<file path="src/rtl/rx_pkg.sv">
package rx_pkg;

  typedef enum logic [1:0] {
    RX_IDLE        = 2'd0,
    RX_WAIT_EDGE   = 2'd1,
    RX_WAIT_SAMPLE = 2'd2
  } rx_state_e;

  // A requested frame length is usable when it is non-zero and fits the word.
  function automatic logic frame_len_ok(input int unsigned n, input int unsigned max_bits);
    return (n != 0) && (n <= max_bits);
  endfunction

  // Counter width needed to count 0 .. limit-1.
  function automatic int unsigned cnt_width(input int unsigned limit);
    return (limit < 2) ? 1 : $clog2(limit);
  endfunction

endpackage

</file>
<file path="src/rtl/rx_line_sync.sv">
module rx_line_sync (
  input  logic clk,
  input  logic rst_n,
  input  logic line_i,
  output logic line_s,
  output logic fall_evt
);
  logic meta_q, sync_q, prev_q;

  always_ff @(posedge clk) begin
    if (!rst_n) begin
      meta_q <= 1'b1;
      sync_q <= 1'b1;
      prev_q <= 1'b1;
    end else begin
      meta_q <= line_i;
      sync_q <= meta_q;
      prev_q <= sync_q;
    end
  end

  assign line_s   = sync_q;
  assign fall_evt = prev_q & ~sync_q;

  // A detected edge lasts one cycle only.
  p_fall_single_r2: assert property (@(posedge clk) disable iff (!rst_n)
    fall_evt |=> !fall_evt);

endmodule

</file>
<file path="src/rtl/rx_delay_cnt.sv">
module rx_delay_cnt #(
  parameter int unsigned LIMIT = 54
) (
  input  logic clk,
  input  logic rst_n,
  input  logic clr,
  input  logic en,
  output logic hit
);
  localparam int unsigned CW = rx_pkg::cnt_width(LIMIT);
  localparam logic [CW-1:0] LAST = CW'(LIMIT - 1);

  logic [CW-1:0] cnt_q;

  assign hit = en && (cnt_q == LAST);

  always_ff @(posedge clk) begin
    if (!rst_n || clr) cnt_q <= '0;
    else if (en)       cnt_q <= hit ? '0 : cnt_q + 1'b1;
  end

  p_cnt_bound_r2: assert property (@(posedge clk) disable iff (!rst_n)
    cnt_q <= LAST);

endmodule

</file>
<file path="src/rtl/rx_shifter.sv">
module rx_shifter #(
  parameter int unsigned MAX_BITS = 32
) (
  input  logic                clk,
  input  logic                rst_n,
  input  logic                clr,
  input  logic                shift_en,
  input  logic                bit_i,
  output logic [MAX_BITS-1:0] word_next
);
  logic [MAX_BITS-1:0] word_q;

  assign word_next = {word_q[MAX_BITS-2:0], bit_i};

  always_ff @(posedge clk) begin
    if (!rst_n || clr)  word_q <= '0;
    else if (shift_en)  word_q <= word_next;
  end

endmodule

</file>
<file path="src/rtl/rx_resp_receiver.sv">
module rx_resp_receiver #(
  parameter int unsigned MAX_BITS    = 32,
  parameter int unsigned SAMPLE_DLY  = 54,
  parameter int unsigned TIMEOUT_CYC = 2700,
  localparam int unsigned NW = $clog2(MAX_BITS + 1)
) (
  input  logic                clk,
  input  logic                rst_n,
  input  logic                line_i,
  input  logic                arm_i,
  input  logic [NW-1:0]       nbits_i,
  output logic [MAX_BITS-1:0] data_o,
  output logic                valid_o,
  output logic                timeout_o
);
  import rx_pkg::*;

  rx_state_e           state_q;
  logic [NW-1:0]       remain_q;
  logic                line_s, fall_evt;
  logic                arm_ok, sample_evt, wd_hit, timeout_evt, last_bit;
  logic [MAX_BITS-1:0] word_next;

  assign arm_ok = arm_i && frame_len_ok(int'(nbits_i), MAX_BITS);

  rx_line_sync u_sync (
    .clk(clk), .rst_n(rst_n), .line_i(line_i),
    .line_s(line_s), .fall_evt(fall_evt)
  );

  rx_delay_cnt #(.LIMIT(SAMPLE_DLY)) u_sample (
    .clk(clk), .rst_n(rst_n),
    .clr(arm_ok || state_q != RX_WAIT_SAMPLE),
    .en(state_q == RX_WAIT_SAMPLE && !arm_ok),
    .hit(sample_evt)
  );

  rx_delay_cnt #(.LIMIT(TIMEOUT_CYC)) u_wdog (
    .clk(clk), .rst_n(rst_n),
    .clr(arm_ok || state_q != RX_WAIT_EDGE || fall_evt),
    .en(state_q == RX_WAIT_EDGE && !arm_ok && !fall_evt),
    .hit(wd_hit)
  );

  assign timeout_evt = wd_hit;
  assign last_bit    = sample_evt && (remain_q == NW'(1));

  rx_shifter #(.MAX_BITS(MAX_BITS)) u_shift (
    .clk(clk), .rst_n(rst_n), .clr(arm_ok),
    .shift_en(sample_evt), .bit_i(line_s), .word_next(word_next)
  );

  always_ff @(posedge clk) begin
    if (!rst_n) begin
      state_q   <= RX_IDLE;
      remain_q  <= '0;
      data_o    <= '0;
      valid_o   <= 1'b0;
      timeout_o <= 1'b0;
    end else if (arm_ok) begin
      state_q   <= RX_WAIT_EDGE;
      remain_q  <= nbits_i;
      valid_o   <= 1'b0;
      timeout_o <= 1'b0;
    end else begin
      timeout_o <= 1'b0;
      unique case (state_q)
        RX_WAIT_EDGE: begin
          if (fall_evt) state_q <= RX_WAIT_SAMPLE;
          else if (timeout_evt) begin
            state_q   <= RX_IDLE;
            timeout_o <= 1'b1;
          end
        end
        RX_WAIT_SAMPLE: begin
          if (sample_evt) begin
            remain_q <= remain_q - 1'b1;
            if (last_bit) begin
              data_o  <= word_next;
              valid_o <= 1'b1;
              state_q <= RX_IDLE;
            end else begin
              state_q <= RX_WAIT_EDGE;
            end
          end
        end
        default: state_q <= RX_IDLE;
      endcase
    end
  end

  p_valid_from_sample_r3: assert property (@(posedge clk) disable iff (!rst_n)
    $rose(valid_o) |-> $past(sample_evt));

  p_data_on_complete_r4: assert property (@(posedge clk) disable iff (!rst_n)
    !$stable(data_o) |-> $rose(valid_o));

  p_timeout_single_r5: assert property (@(posedge clk) disable iff (!rst_n)
    timeout_o |=> !timeout_o);

  p_timeout_excl_r5: assert property (@(posedge clk) disable iff (!rst_n)
    timeout_o |-> (!valid_o && state_q == RX_IDLE));

  p_rearm_r6: assert property (@(posedge clk) disable iff (!rst_n)
    arm_ok |=> (state_q == RX_WAIT_EDGE && !valid_o));

  p_arm_reject_r7: assert property (@(posedge clk) disable iff (!rst_n)
    (arm_i && !arm_ok && valid_o) |=> valid_o);

endmodule

</file>
<file path="config.mk">
export PLATFORM = sky130hd
export DESIGN_NAME = rx_resp_receiver
export DESIGN_NICKNAME = d
export VERILOG_FILES = /design/src/rtl/rx_pkg.sv /design/src/rtl/rx_line_sync.sv /design/src/rtl/rx_delay_cnt.sv /design/src/rtl/rx_shifter.sv /design/src/rtl/rx_resp_receiver.sv
export SDC_FILE = /design/constraint.sdc
export NUM_CORES = 1
export LEC_CHECK = 0
export ABC_AREA = 1
export CAP_MARGIN = 0
export CORE_MARGIN = 2
export CORE_UTILIZATION = 60
export DETAILED_ROUTE_END_ITERATION = 8
export GPL_ROUTABILITY_DRIVEN = 1
export PLACE_DENSITY = 0.82
export SLEW_MARGIN = 20
export SYNTH_ARGS = -nofsm -noshare
export SYNTH_HDL_FRONTEND = slang
export SYNTH_SLANG_ARGS = --single-unit
</file>
<file path="constraint.sdc">
create_clock -name clk -period 3.1 [get_ports clk]
set_input_delay 0.31 -clock clk [delete_from_list [all_inputs] [get_ports clk]]
set_output_delay 0.31 -clock clk [all_outputs]
set_load 0.03 [all_outputs]
</file>
## Word level (Yosys, flattened, before mapping)

Cells that the tools add are included.

- Flip-flop bits (word level): 94
- Input bits: 10
- Output and inout bits: 34
- Logic and storage cells: 71

- Add/sub/neg operators: 3
- Order comparisons: 1
- Equal/unequal tests: 11
- Multiplexer cells: 12
- Bitwise logic cells: 5
- Reduce and logical (&&, ||, !) cells: 27

Operator list:

| operator | number |
|---|---|
| two-way mux 6 bit | 4 |
| adder 12 x 1 -> 12 bit, second input constant | 1 |
| == test 12 bit, second input constant | 1 |
| two-way mux 12 bit | 1 |
| logical AND 1 bit | 8 |
| adder 6 x 1 -> 6 bit, second input constant | 1 |
| == test 6 x 1 -> 1 bit, second input constant | 1 |
| == test 6 bit, second input constant | 1 |
| <= comparator 6 bit, second input constant | 1 |
| logical OR 1 bit | 6 |
| two-way mux 2 bit | 3 |
| AND reduction 2 bit | 3 |
| nonzero test 6 bit | 1 |
| subtractor 6 x 1 -> 6 bit, second input constant | 1 |
| inequality test 2 bit, second input constant | 2 |
| inequality test 4 x 3 -> 1 bit, second input constant | 1 |
| NOT 1 bit | 4 |
| one-hot mux 2 bit (2 select lines) | 1 |
| AND reduction 4 bit | 1 |
| nonzero test 2 bit | 2 |
| OR reduction 4 bit | 1 |
| zero test 1 bit | 3 |
| two-way mux 1 bit | 3 |
| inequality test 3 x 2 -> 1 bit, second input constant | 1 |
| other kinds (7) | 7 |

## Logic depth before layout (Yosys ltp)

- Depth in word-level cells: 11
- Gate-level depth with buffers: 11
- Depth with buffers taken out: 10

## Hierarchy

From an unflattened synthesis, not the netlist that was laid out.

- Cells, all modules: 611
- Area, all modules: 4401.7 µm²

By module, submodules not included:

| module | times used | cells each | area each (µm²) | seq. area each (µm²) |
|---|---|---|---|---|
| rx_resp_receiver | 1 | 315 | 1996.9 | 840.8 |
| rx_shifter | 1 | 137 | 1255.0 | 620.6 |
| rx_delay_cnt at u_wdog | 1 | 101 | 724.4 | 240.2 |
| rx_delay_cnt at u_sample | 1 | 47 | 335.3 | 120.1 |
| rx_line_sync | 1 | 11 | 90.1 | 60.1 |

## Worst setup path before layout

OpenSTA, ideal clock, no wires.

- Path kind: register -> register
- Start point: reg remain_q[0]
- End point: reg data_o[31]
- Setup time: 0.128 ns
- Data arrival time: 1.378 ns
- Required time: 2.972 ns
- Setup slack: 1.594 ns
- Stages on the path, launching flop included: 8
- Buffers on the path: 1
- Clock period less this slack: 1.506 ns
- Cell sequence: dfxtp_1 > ha_1 > nand2_1 > nor3_4 > nand4_1 > buf_2 > a21oi_1 > nor2_1

- Word-level cells in the longest chain between the ends: 3

Ends and longest elaborated chain:

| item | RTL line | text |
|---|---|---|
| start: declaration | rx_resp_receiver.sv:19 | `logic [NW-1:0] remain_q;` |
| start signal: assignment | rx_resp_receiver.sv:62 | `remain_q <= nbits_i;` |
| start signal: assignment | rx_resp_receiver.sv:77 | `remain_q <= remain_q - 1'b1;` |
| == test 6 x 1 -> 1 bit | rx_resp_receiver.sv:46 | `assign last_bit = sample_evt && (remain_q == NW'(1));` |
| logical AND 1 bit | rx_resp_receiver.sv:46 |  |
| AND reduction 4 bit (no line) | -- |  |
| end signal: assignment | rx_resp_receiver.sv:79 | `data_o <= word_next;` |
| end: declaration | rx_resp_receiver.sv:12 | `output logic [MAX_BITS-1:0] data_o,` |

No other way between the ends.
A chain may end at the register's enable or synchronous reset.

## Worst setup path in the final report

- Start point: in nbits_i[2]
- End point: reg data_o[4]

- Word-level cells in the longest chain between the ends: 8
- Elaborated cells between the ends (all ways): 10
- Those cells by class: order compare (1); bitwise (1); reduce/logical (8)

Ends and longest elaborated chain:

| item | RTL line | text |
|---|---|---|
| start: declaration | rx_resp_receiver.sv:11 | `input logic [NW-1:0] nbits_i,` |
| <= comparator 6 bit / nonzero test 6 bit (equally long branches) | rx_pkg.sv:11 | `return (n != 0) && (n <= max_bits);` |
| logical AND 1 bit (*) | rx_pkg.sv:11 |  |
| logical AND 1 bit (*) | rx_resp_receiver.sv:24 | `assign arm_ok = arm_i && frame_len_ok(int'(nbits_i), MAX_BITS);` |
| zero test 1 bit | rx_resp_receiver.sv:34 | `.en(state_q == RX_WAIT_SAMPLE && !arm_ok),` |
| logical AND 1 bit | rx_resp_receiver.sv:34 |  |
| logical AND 1 bit | rx_delay_cnt.sv:15 | `assign hit = en && (cnt_q == LAST);` |
| logical AND 1 bit | rx_resp_receiver.sv:46 |  |
| AND reduction 4 bit (no line) (*) | -- |  |

Mark *: on every way between the ends. The rest lies on a longest branch, timed or not.

==> flow_metrics.py <==
metrics = {
    "status": {
        "outcome": "completed",
    },
    "synth": {
        "synth.distinct_cells": 29,
        "syn-cell-area_mm2": 0.00384,
        "syn_avg_cell_area_um2": 7.62,
        "synth_top_area_share_pct": 49.0,
        "syn_nets": 521,
        "synth_cells": 504,
        "synth_edf_count": 0,
        "netlist_top_cells_area": "dfxtp_1 (49%), a21oi_1 (9.0%), nand2_1 (7.5%), nand3_1 (6.0%), nor2_1 (5.3%)",
        "synth_area_leader_cell": "dfxtp_1",
        "synth_seq_cells": 94,
        "yosysSeqAreaShare_pct": 49.0,
        "synth-main-ff-cell": "dfxtp_1",
        "yosysWarnings": 0,
        "ys_async_sr_fraction_pct": 0,
    },
    "sta": {
        "worst_pin_slew_ps": 672,
        "finalClockSkew_ps": 9.11,
        "fmaxAchievable_mhz": 458,
        "max_slew_margin_pct": 55.1,
        "fin_setup_tns_ps": 0,
        "fin_crit_sh_pct": 70.5,
        "setup_slack_ps": 915,
        "setup_viol": 0,
        "rsz0062_at_grt": "no",
        "maxSlewViolCount": 0,
        "fin_crit_ps": 2180,
        "finalHoldViolCount": 0,
    },
    "setup_path": {
        "start_kind": "primary input",
        "path_max_fanout": 58,
        "worstPathArrival_ps": 2470,
        "critical_path_class": "in -> reg",
        "required_ps": 3380,
        "critPathCaptureType": "flop",
    },
    "clock_tree": {
        "post_cts_buffers": 0,
        "cts_tree": "yes",
        "clock_sinks": 94,
        "clk-insertion-delay-late_ps": 370,
        "ctsResizeCount": 0,
        "htree_levels": 3,
        "cts-buffers-inserted": 9,
        "cts_buffer_depth": 2,
        "hold_buffers": 0,
        "clkTransAtPathRegs_ps": 90,
        "cts_root_buffer": "clkbuf_8",
    },
    "min_path": {
        "min_path_type": "reg -> reg",
    },
    "global_routing": {
        "grt_pass1_wl_um": 13800,
        "grt_use_total_pct": 24.0,
        "grt_pass1_vias": 3066,
        "grt_max_degree": 59,
        "antenna_found_initial": 0,
        "overflow": 0,
    },
    "final_layout": {
        "syn_to_final_growth_pct": 18.5,
        "final_cells": 620,
        "num_antenna_cells": 0,
        "nets": 556,
        "layout-drive-gt1-share_pct": 5.34,
        "stdcell_area_mm2": 0.00455,
    },
    "drt": {
        "post-route-drc-count": 0,
        "antenna_left": 0,
        "drt_wl_total_um": 8120,
        "vias": 3373,
        "detail_route.first_pass.iterations": 4,
        "wl_per_cell_um": 13.1,
        "vias_per_cell": 5.44,
        "drtIter0Drc": 186,
    },
    "floorplanning": {
        "io_pins": 44,
        "rows": 29,
        "die_h_um": 84,
        "start_util_pct": 61.2,
        "die_x_um": 84,
        "core_area_mm2": 0.00628,
        "die_area_mm2": 0.00706,
    },
    "place": {
        "place_hpwl_um": 5430,
        "dp_slack_ps": 582,
        "io_buffers": 43,
        "dp_cells": 605,
        "place_area_mm2": 0.00431,
        "routabilityCongestion": 0.866,
    },
    "power": {
        "irDropWorstVdd_v": 0.000425,
        "power_density_mw_per_mm2": 506,
        "cellLeakagePower_nw": 1.61,
    },
    "run": {
        "max-cap-violations": 0,
    },
}
layer usage:
layer  vias to the layer above  track usage (%)  part of all wire [%]
li1                       1720                -                     -
met5                         -                0                     0
met1                      1541             31.4                    46
met3                        17             3.76                   5.1
met4                         0             11.3                   2.2
met2                        95             39.1                    47
cells in the mapped netlist, types with 4 or more instances:
master / number
dfxtp_1: 94
nand2_1: 77
a21oi_1: 69
nor2_1: 54
inv_1: 50
nand3_1: 46
o21ai_0: 39
clkbuf_1: 13
nor3_1: 10
buf_2: 8
ha_1: 7
xor2_1: 7
nand4_1: 5
a211oi_1: 4
metrics by stage:
| step | total power, W | hold slack, ps | util, % |
|---|---|---|---|
| global route | 0.00237 | 443 | 72.5 |
| floorplan | 0.00132 | 379 | - |
| detailed placement | 0.00135 | 406 | 68.7 |
| finish | 0.00230 | 424 | 72.5 |
| global placement | 0.00135 | 401 | 68.7 |
| CTS | 0.00231 | 428 | 72.5 |
registers in the layout, indices dropped and copies added (netlist names):
name / flops
u_sync.line_s: 1
timeout_o: 1
data_o: 32
u_wdog.cnt_q: 12
u_sync.prev_q: 1
u_sync.meta_q: 1
state_q: 2
remain_q: 6
u_shift.word_q: 31
valid_o: 1
u_sample.cnt_q: 6
where the power goes:
part | internal (W) | switching, W | total [W] | leakage, nW
sequential | 0.00121 | 0.00000661 | 0.00122 | 0.758
clock | 0.000540 | 0.000439 | 0.000979 | 0.118
combinational | 0.0000369 | 0.0000658 | 0.000103 | 0.731
final timing paths:
check / startpoint / end / slack, ps / depth (start not counted)
worst max-delay path: nbits_i[2] / data_o[4]$_SDFFE_PN0P_ / 920 / 9
worst min-delay path: u_sync.meta_q$_SDFF_PN1_ / u_sync.line_s$_SDFF_PN1_ / 420 / 1
worst max register to register: u_sample.cnt_q[1]$_SDFFE_PP0N_ / state_q[0]$_SDFFE_PN0P_ / 1040 / 10
worst min register to register: u_sync.meta_q$_SDFF_PN1_ / u_sync.line_s$_SDFF_PN1_ / 420 / 1
placed cells by master, fill, tap and decap left out, types with 2 or more instances in the layout:
| cell type | count |
|---|---|
| buf_4 | 5 |
| nor2_1 | 54 |
| dfxtp_1 | 94 |
| clkbuf_8 | 9 |
| nand3_1 | 46 |
| xor2_1 | 7 |
| inv_1 | 50 |
| nor3_4 | 2 |
| nor3_1 | 10 |
| nand2_1 | 77 |
| a211oi_1 | 4 |
| clkdlybuf4s50_1 | 43 |
| nor3b_1 | 2 |
| bufinv_16 | 3 |
| or2_2 | 2 |
| o21ai_0 | 39 |
| a21oi_1 | 69 |
| a31oi_1 | 2 |
| ha_1 | 7 |
| nand4_1 | 5 |
critical path: stages:
cell and delay (ps):
clkdlybuf4s50_1 450, nor2_1 210, nand3_1 120, nand3_1 350, nand2_1 160, nor2_4 100, buf_4 420, nand3_1 130
a21oi_1 200
cell type report:
class,count,area (um2)
multi-input combinational,333,1650
timing repair buffer,49,488
clock inverter,6,118
clock buffer,9,124
sequential,94,1880
fill,518,1730
tap,77,96.3
inverter,52,195
kinds of logic after synthesis:
kind of cell	after synthesis	synth area share, %
and+or+nand+nor	201	23.0
AOI/OAI and AO/OA	117	15.7
DFF	94	49.0
buffers and inverters	77	8.18
xor gates and xnor gates	8	1.82
adders and majority gates	7	2.28
Note: power is estimated with default switching activity, not from simulation.
